**config.mk**
```make
export PLATFORM = sky130hd
export DESIGN_NAME = updown_timer
export DESIGN_NICKNAME = d
export VERILOG_FILES = /design/src/rtl/tmr_pkg.sv /design/src/rtl/tmr_prescaler.sv /design/src/rtl/tmr_count_core.sv /design/src/rtl/updown_timer.sv
export SDC_FILE = /design/constraint.sdc
export NUM_CORES = 1
export LEC_CHECK = 0
export BUFFER_PORTS_ARGS = -buffer_cell sky130_fd_sc_hd__clkbuf_2
export CAP_MARGIN = 10
export CORE_MARGIN = 3
export CORE_UTILIZATION = 40
export CTS_CLUSTER_SIZE = 30
export DETAILED_ROUTE_END_ITERATION = 7
export GPL_TIMING_DRIVEN = 0
export RECOVER_POWER = 100
export SLEW_MARGIN = 20
export SYNTH_ARGS = -nofsm -noshare
export SYNTH_HDL_FRONTEND = slang
export SYNTH_SLANG_ARGS = --single-unit
```
**constraint.sdc**
```tcl
create_clock -name clk -period 3.6 [get_ports clk]
set_input_delay 0.36 -clock clk [delete_from_list [all_inputs] [get_ports clk]]
set_output_delay 0.36 -clock clk [all_outputs]
set_load 0.01 [all_outputs]
```
**src/rtl/tmr_pkg.sv**
```systemverilog
package tmr_pkg;
   // Byte offsets of the software-visible registers
   localparam int OFF_CTRL = 'h00;
   localparam int OFF_CMD  = 'h04;
   localparam int OFF_IEN  = 'h0C;
   localparam int OFF_FLAG = 'h10;
   localparam int OFF_FSET = 'h14;
   localparam int OFF_FCLR = 'h18;
   localparam int OFF_TOP  = 'h1C;
   localparam int OFF_CNT  = 'h24;

   // Bit positions inside the control and command words
   localparam int CTL_EXP_LSB = 24;
   localparam int CTL_SRC_LSB = 16;
   localparam int CTL_ONE_BIT = 4;
   localparam int CMD_GO_BIT  = 0;
   localparam int CMD_HALT_BIT = 1;
   localparam int UF_BIT      = 1;

   typedef struct packed {
      logic [3:0] exp_sel;
      logic [1:0] src_sel;
      logic       one_shot;
      logic [1:0] dir_sel;
   } tmr_ctrl_t;
endpackage

```
**src/rtl/tmr_prescaler.sv**
```systemverilog
module tmr_prescaler #(
   parameter int MAX_EXP = 15
) (
   input  logic       clk,
   input  logic       rst_n,
   input  logic       run,
   input  logic [3:0] exp_i,
   output logic       tick_o
);
   generate
      if (MAX_EXP == 0) begin : g_direct
         assign tick_o = run;
      end else begin : g_div
         localparam int DIV_W = MAX_EXP;
         logic [DIV_W-1:0] phase_q;
         logic [DIV_W-1:0] mask;
         logic [3:0]       eff;

         always_comb begin
            eff  = (exp_i > 4'(MAX_EXP)) ? 4'(MAX_EXP) : exp_i;
            mask = ~({DIV_W{1'b1}} << eff);
         end

         always_ff @(posedge clk or negedge rst_n) begin
            if (!rst_n)   phase_q <= '0;
            else if (run) phase_q <= phase_q + DIV_W'(1);
            else          phase_q <= '0;
         end

         assign tick_o = run && ((phase_q & mask) == mask);

         // when dividing, enables are never on adjacent cycles
         assert_tick_spacing_R2: assert property (@(posedge clk) disable iff (!rst_n)
            (tick_o && eff != 4'd0) |=> (!tick_o || eff != $past(eff)));
      end
   endgenerate
endmodule

```
**src/rtl/tmr_count_core.sv**
```systemverilog
module tmr_count_core #(
   parameter int CNT_W = 16
) (
   input  logic             clk,
   input  logic             rst_n,
   input  logic             start_i,
   input  logic             stop_i,
   input  logic             oneshot_i,
   input  logic             down_i,
   input  logic             tick_i,
   input  logic [CNT_W-1:0] top_i,
   input  logic             load_i,
   input  logic [CNT_W-1:0] load_val_i,
   output logic [CNT_W-1:0] cnt_o,
   output logic             running_o,
   output logic             uf_o
);
   logic [CNT_W-1:0] cnt_q;
   logic             run_q;
   logic             step;

   assign step = run_q && tick_i;
   assign uf_o = step && down_i && (cnt_q == '0);

   always_ff @(posedge clk or negedge rst_n) begin
      if (!rst_n)                   run_q <= 1'b0;
      else if (stop_i)              run_q <= 1'b0;
      else if (start_i)             run_q <= 1'b1;
      else if (uf_o && oneshot_i)   run_q <= 1'b0;
   end

   always_ff @(posedge clk or negedge rst_n) begin
      if (!rst_n) begin
         cnt_q <= '0;
      end else if (!run_q && load_i) begin
         cnt_q <= load_val_i;
      end else if (step) begin
         if (down_i)
            cnt_q <= (cnt_q == '0) ? top_i : cnt_q - CNT_W'(1);
         else
            cnt_q <= (cnt_q == top_i) ? '0 : cnt_q + CNT_W'(1);
      end
   end

   assign cnt_o     = cnt_q;
   assign running_o = run_q;

   assert_run_hold_R7: assert property (@(posedge clk) disable iff (!rst_n)
      (run_q && !tick_i) |=> $stable(cnt_q));
   assert_reload_R4: assert property (@(posedge clk) disable iff (!rst_n)
      uf_o |=> (cnt_q == $past(top_i)));
   assert_oneshot_halt_R5: assert property (@(posedge clk) disable iff (!rst_n)
      (uf_o && oneshot_i && !start_i) |=> !run_q);
   assert_up_wrap_R3: assert property (@(posedge clk) disable iff (!rst_n)
      (step && !down_i && cnt_q == top_i) |=> (cnt_q == '0));
   assert_halt_wins_R6: assert property (@(posedge clk) disable iff (!rst_n)
      stop_i |=> !run_q);
endmodule

```
**src/rtl/updown_timer.sv**
```systemverilog
module updown_timer
   import tmr_pkg::*;
#(
   parameter int ADDR_W  = 8,
   parameter int CNT_W   = 16,
   parameter int MAX_EXP = 15
) (
   input  logic              clk,
   input  logic              rst_n,
   input  logic [ADDR_W-1:0] bus_addr,
   input  logic [31:0]       bus_wdata,
   input  logic              bus_we,
   input  logic              bus_re,
   output logic [31:0]       bus_rdata,
   output logic              irq_o
);
   localparam int DATA_W = 32;

   generate
      if (ADDR_W < 6)                  begin : g_bad_addr $error("ADDR_W too small for the map"); end
      if (CNT_W < 2 || CNT_W > DATA_W) begin : g_bad_cnt  $error("CNT_W out of range"); end
      if (MAX_EXP < 0 || MAX_EXP > 15) begin : g_bad_exp  $error("MAX_EXP must fit the 4-bit field"); end
   endgenerate

   tmr_ctrl_t        ctrl_q;
   logic             ien_q;
   logic             flag_q;
   logic [CNT_W-1:0] top_q;
   logic [CNT_W-1:0] cnt_w;
   logic             running_w, uf_w, presc_tick, step_en;
   logic             wr_ctrl, wr_cmd, wr_ien, wr_fset, wr_fclr, wr_top, wr_cnt;
   logic             go_cmd, halt_cmd;
   logic             unused_wdata;

   assign unused_wdata = ^bus_wdata;

   assign wr_ctrl = bus_we && (bus_addr == ADDR_W'(OFF_CTRL));
   assign wr_cmd  = bus_we && (bus_addr == ADDR_W'(OFF_CMD));
   assign wr_ien  = bus_we && (bus_addr == ADDR_W'(OFF_IEN));
   assign wr_fset = bus_we && (bus_addr == ADDR_W'(OFF_FSET));
   assign wr_fclr = bus_we && (bus_addr == ADDR_W'(OFF_FCLR));
   assign wr_top  = bus_we && (bus_addr == ADDR_W'(OFF_TOP));
   assign wr_cnt  = bus_we && (bus_addr == ADDR_W'(OFF_CNT));

   assign go_cmd   = wr_cmd && bus_wdata[CMD_GO_BIT];
   assign halt_cmd = wr_cmd && bus_wdata[CMD_HALT_BIT];

   always_ff @(posedge clk or negedge rst_n) begin
      if (!rst_n) begin
         ctrl_q <= '0;
         ien_q  <= 1'b0;
         top_q  <= '1;
      end else begin
         if (wr_ctrl) begin
            ctrl_q.exp_sel  <= bus_wdata[CTL_EXP_LSB +: 4];
            ctrl_q.src_sel  <= bus_wdata[CTL_SRC_LSB +: 2];
            ctrl_q.one_shot <= bus_wdata[CTL_ONE_BIT];
            ctrl_q.dir_sel  <= bus_wdata[1:0];
         end
         if (wr_ien) ien_q <= bus_wdata[UF_BIT];
         if (wr_top) top_q <= bus_wdata[CNT_W-1:0];
      end
   end

   // Clear is applied first, then any set source
   always_ff @(posedge clk or negedge rst_n) begin
      if (!rst_n) flag_q <= 1'b0;
      else        flag_q <= (flag_q && !(wr_fclr && bus_wdata[UF_BIT]))
                            || (wr_fset && bus_wdata[UF_BIT]) || uf_w;
   end

   tmr_prescaler #(.MAX_EXP(MAX_EXP)) u_presc (
      .clk    (clk),
      .rst_n  (rst_n),
      .run    (running_w),
      .exp_i  (ctrl_q.exp_sel),
      .tick_o (presc_tick)
   );

   assign step_en = presc_tick && (ctrl_q.src_sel == 2'd0);

   tmr_count_core #(.CNT_W(CNT_W)) u_core (
      .clk        (clk),
      .rst_n      (rst_n),
      .start_i    (go_cmd),
      .stop_i     (halt_cmd),
      .oneshot_i  (ctrl_q.one_shot),
      .down_i     (ctrl_q.dir_sel == 2'd1),
      .tick_i     (step_en),
      .top_i      (top_q),
      .load_i     (wr_cnt),
      .load_val_i (bus_wdata[CNT_W-1:0]),
      .cnt_o      (cnt_w),
      .running_o  (running_w),
      .uf_o       (uf_w)
   );

   always_ff @(posedge clk or negedge rst_n) begin
      if (!rst_n) begin
         bus_rdata <= '0;
      end else if (bus_re) begin
         bus_rdata <= '0;
         case (int'(bus_addr))
            OFF_CTRL: begin
               bus_rdata[CTL_EXP_LSB +: 4] <= ctrl_q.exp_sel;
               bus_rdata[CTL_SRC_LSB +: 2] <= ctrl_q.src_sel;
               bus_rdata[CTL_ONE_BIT]      <= ctrl_q.one_shot;
               bus_rdata[1:0]              <= ctrl_q.dir_sel;
            end
            OFF_IEN:  bus_rdata[UF_BIT] <= ien_q;
            OFF_FLAG: bus_rdata[UF_BIT] <= flag_q;
            OFF_TOP:  bus_rdata <= DATA_W'(top_q);
            OFF_CNT:  bus_rdata <= DATA_W'(cnt_w);
            default:  bus_rdata <= '0;
         endcase
      end
   end

   assign irq_o = flag_q && ien_q;

   assert_flag_set_R8: assert property (@(posedge clk) disable iff (!rst_n)
      uf_w |=> flag_q);
   assert_flag_ro_R8: assert property (@(posedge clk) disable iff (!rst_n)
      (!uf_w && !wr_fset && !wr_fclr) |=> $stable(flag_q));
endmodule

```
==> results.tsv <==
stage	metric	value	unit
pwr	switching_share	36.5	%
place	io_buffers	55	
critical_path	path_class	flop to flop	
hold_path	whs_endpoint	ctrl_q[3]$_DFFE_PN0P_	
floorplanning	num_io_pins	77	
grt	grt_pass1_vias	4269	
critical_path	critPathLaunchType	flop	
clocking	cts_root_buf	clkbuf_16	
clocking	holdBufCountCts	0	
clocking	clkSinkCount	81	
grt	grt_pass1_wl	23.1	mm
synth	avgSynthCellArea	9.35	um2
floorplanning	initial_core_util	41.2	%
critical_path	r2r_start	u_core.cnt_o[15]$_DFFE_PN0P_	
critical_path	r2r_slack	520	ps
clocking	cts_tree	done	
route	routed_wl	14.2	mm
grt	grt_overflow_total	0	
clocking	cts_made_buffers	9	
synth	syn-cell-area	4990	um2
hold_path	min_path_cells	2	
sta	hold_viol	0	
synth	synth-edff-count	0	
pwr	p_switching	1.10	mW
floorplanning	dieArea	13900	um2
pwr	peakVddDrop	0.257	mV
sta	period_share	85.6	%
sta	tns	0	ps
sta	maxClockFrequency	324	MHz
finish	final_layout_size_suffix_gt1_share	21.3	%
synth	synth-seq-cells	81	
clocking	path_clk_slew	60	ps
critical_path	path_cells	clkbuf_1, xnor2_1, nand4_1, nor4_1, or2_1, clkbuf_1, clkbuf_1, o22ai_1, a221o_1	
route	wire_per_inst	18.2	um
floorplanning	dieHeight	118	um
finish	diodes	0	
critical_path	ff2ff_path_depth	9	
floorplanning	rows	40	
floorplanning	core_area	12100	um2
finish	fillerInstances	1226	
route	drc	0	
pwr	clkPwrFrac	28.9	%
sta	setup_viol	0	
route	drtPass1Iterations	5	
critical_path	slowest_stage	nor4_1	
pwr	seqPwrFrac	37.1	%
hold_path	hold_class	input pin to flop	
run_status	violations	max-capacitance violations, max-slew violations	
sta	rsz0062_at_grt	no	
sta	fin_crit	3080	ps
sta	final_max_slew_viol_count	46	
finish	syn_to_final_growth	15.6	%
finish	final_nets	658	
critical_path	cp.required	3830	ps
critical_path	crit_top_cell	clkbuf_1	
clocking	clk_latency	350	ps
pwr	p_int	1.92	mW
synth	synth.distinct_cells	62	
synth	netlist_instances	534	
sta	slew_headroom	-68.9	%
run_status	status	finished with violations	
place	detailed_place_hpwl	10.4	mm
route	ant_nets	0	
synth	ys.flop_type	dfrtp_1	
critical_path	crit_fanout	10	
pwr	power_frac_comb	34.0	%
sta	skew	11.1	ps
clocking	h-tree-depth	3	
synth	async_flop_share	100	%
sta	tightest_slew	2530	ps
synth	ys_warn_count	0	
grt	grt_start_max_net_pins	47	
finish	utilization	47.7	%
critical_path	crit_path_end_kind	flop	
pwr	leakage	2.30	nW
pwr	power.density	523	nW/um2
synth	ys_seq_area_share	41.0	%
floorplanning	chipWidth	118	um
grt	antenna_found_initial	0	
place	place_congestion	0.913	
clocking	cts_setup_buffers	0	
critical_path	cpPeakStageDelay	530	ps
clocking	post_cts_resized	0	
critical_path	critPathBufInv	3	
critical_path	rr_endpoint	u_core.cnt_o[11]$_DFFE_PN0P_	
route	via_per_inst	5.54	
critical_path	crit_family	buffers and inverters	
grt	grt_use_total	20.8	%
hold_path	min_from	bus_wdata[16]	
critical_path	cp.arrival	3310	ps
clocking	clock_path_buffers	2	
route	vias	4337	
route	drtIter0Drc	406	
job	maxCapViolCount	1	
-- power groups by stage --
stage | combinational [mW] | sequential, mW | clock (mW)
2_1_floorplan | 0.772 | 1.12 | 0
3_3_place_gp | 0.996 | 1.13 | 0
3_5_place_dp | 1.02 | 1.13 | 0
4_1_cts | 1.02 | 1.12 | 0.892
5_1_grt | 1.13 | 1.13 | 0.927
6_report | 1.03 | 1.12 | 0.872
-- through the flow --
step                      hold slack, ps  cell area [um2]  setup WS, ps  power, mW  cells
after floorplan                     64.4             5030          1500       1.89    543
after global placement               509             5510           792       2.13    766
after detailed placement             455             5530           833       2.15    767
after CTS                           85.5             5810           825       3.03    783
after global routing                 249             5770           388       3.19    783
final                                239             5770           517       3.02    783
-- kinds of logic (layout without fill, tap and decap cells) --
kind of cell,Yosys count,count (layout),synth area share [%]
compound gates,118,118,16.8
xor+xnor,50,50,8.77
fa+ha+maj,4,4,1.00
buf+inv,67,139,6.79
flops,81,81,41.0
mux,30,30,6.67
other cells,1,10,0.0751
simple gates,183,183,18.9
-- synth_stat cells, drive strengths merged, types with 3 or more instances --
master   n  area [um2]
nand2b   5        31.3
and2     7        43.8
a211oi   3        40.0
dfstp   16         420
o221ai   4        41.3
a41oi    3        26.3
and3     7        43.8
o21a     4        30.0
mux2    26         293
ha       4        50.1
clkbuf  20        75.1
o221a    9         101
a22oi   14         105
nor3    19        95.1
o21ai   28         140
a21oi   27         146
nor2    50         188
or2      3        18.8
nand4   13        81.3
nand2   26        97.6
inv     15        56.3
xnor2   33         289
dfrtp   65        1630
or3      5        31.3
a222oi   3        30.0
buf     32         208
o22ai    7        43.8
nor4     7        58.8
nand3   26         143
a221o    3        30.0
nor2b    7        43.8
xor2    17         149
or4      3        26.3
mux2i    4        40.0
a31oi    3        18.8
-- cell usage in the layout (no fill, tap or decap), types with 4 or more instances in the layout --
master     count
nor3_1        19
nand2_1       26
o21ai_0       28
clkbuf_2      30
xor2_1        17
and3_1         7
or3_1          5
mux2i_1        4
o22ai_1        7
inv_1         15
nand4_1       13
clkbuf_1      51
dfrtp_1       65
o21a_1         4
nand3_1       25
xnor2_1       33
buf_2         12
clkbuf_16      9
o221a_2        9
nor4_1         6
nor2b_1        7
ha_1           4
conb_1        10
buf_4         11
a21oi_1       26
mux2_2        26
and2_0         7
nand2b_1       5
nor2_1        50
a22oi_1       14
dfstp_2       16
-- final cells by class --
cell class	instances	area (um2)	share of cell area, %
plain buffers	52	278	4.81
clock buffers	10	229	3.97
repair buffers	56	264	4.57
well taps	168	210	3.64
clock inverters	6	48.8	0.845
flip-flops and latches	81	2050	35.5
multi-input cells	395	2640	45.7
inverters	15	56.3	0.975
-- registers in the layout, summed over array words and instances, names as in the netlist --
signal,flops
top_q,16
bus_rdata,22
u_core.running_o,1
u_core.cnt_o,16
u_presc.g_div.phase_q,15
ctrl_q,9
ien_q,1
flag_q,1
-- per-layer routing --
metal / routed length [um] / track usage [%] / vias up / part of all wire, %
met4: 262 / 7.47 / 0 / 1.8
met3: 992 / 5.09 / 27 / 7.0
met1: 6690 / 29.8 / 2114 / 47
li1: - / - / 2048 / -
met2: 6300 / 30.5 / 148 / 44
met5: 0 / 0 / - / 0
-- how the worst max path moves through the flow --
stage / cells past startpoint / slack [ps] / to / from
after floorplan: 9 / 1500 / u_core.cnt_o[10]$_DFFE_PN0P_ / u_core.cnt_o[6]$_DFFE_PN0P_
after global placement: 9 / 790 / u_core.cnt_o[12]$_DFFE_PN0P_ / u_core.cnt_o[12]$_DFFE_PN0P_
after detailed placement: 9 / 830 / u_core.cnt_o[12]$_DFFE_PN0P_ / u_core.cnt_o[12]$_DFFE_PN0P_
after CTS: 9 / 820 / u_core.cnt_o[12]$_DFFE_PN0P_ / u_core.cnt_o[12]$_DFFE_PN0P_
after global routing: 9 / 390 / u_core.cnt_o[12]$_DFFE_PN0P_ / u_core.cnt_o[12]$_DFFE_PN0P_
final: 9 / 520 / u_core.cnt_o[11]$_DFFE_PN0P_ / u_core.cnt_o[15]$_DFFE_PN0P_
Note: power is estimated with default switching activity, not from simulation.
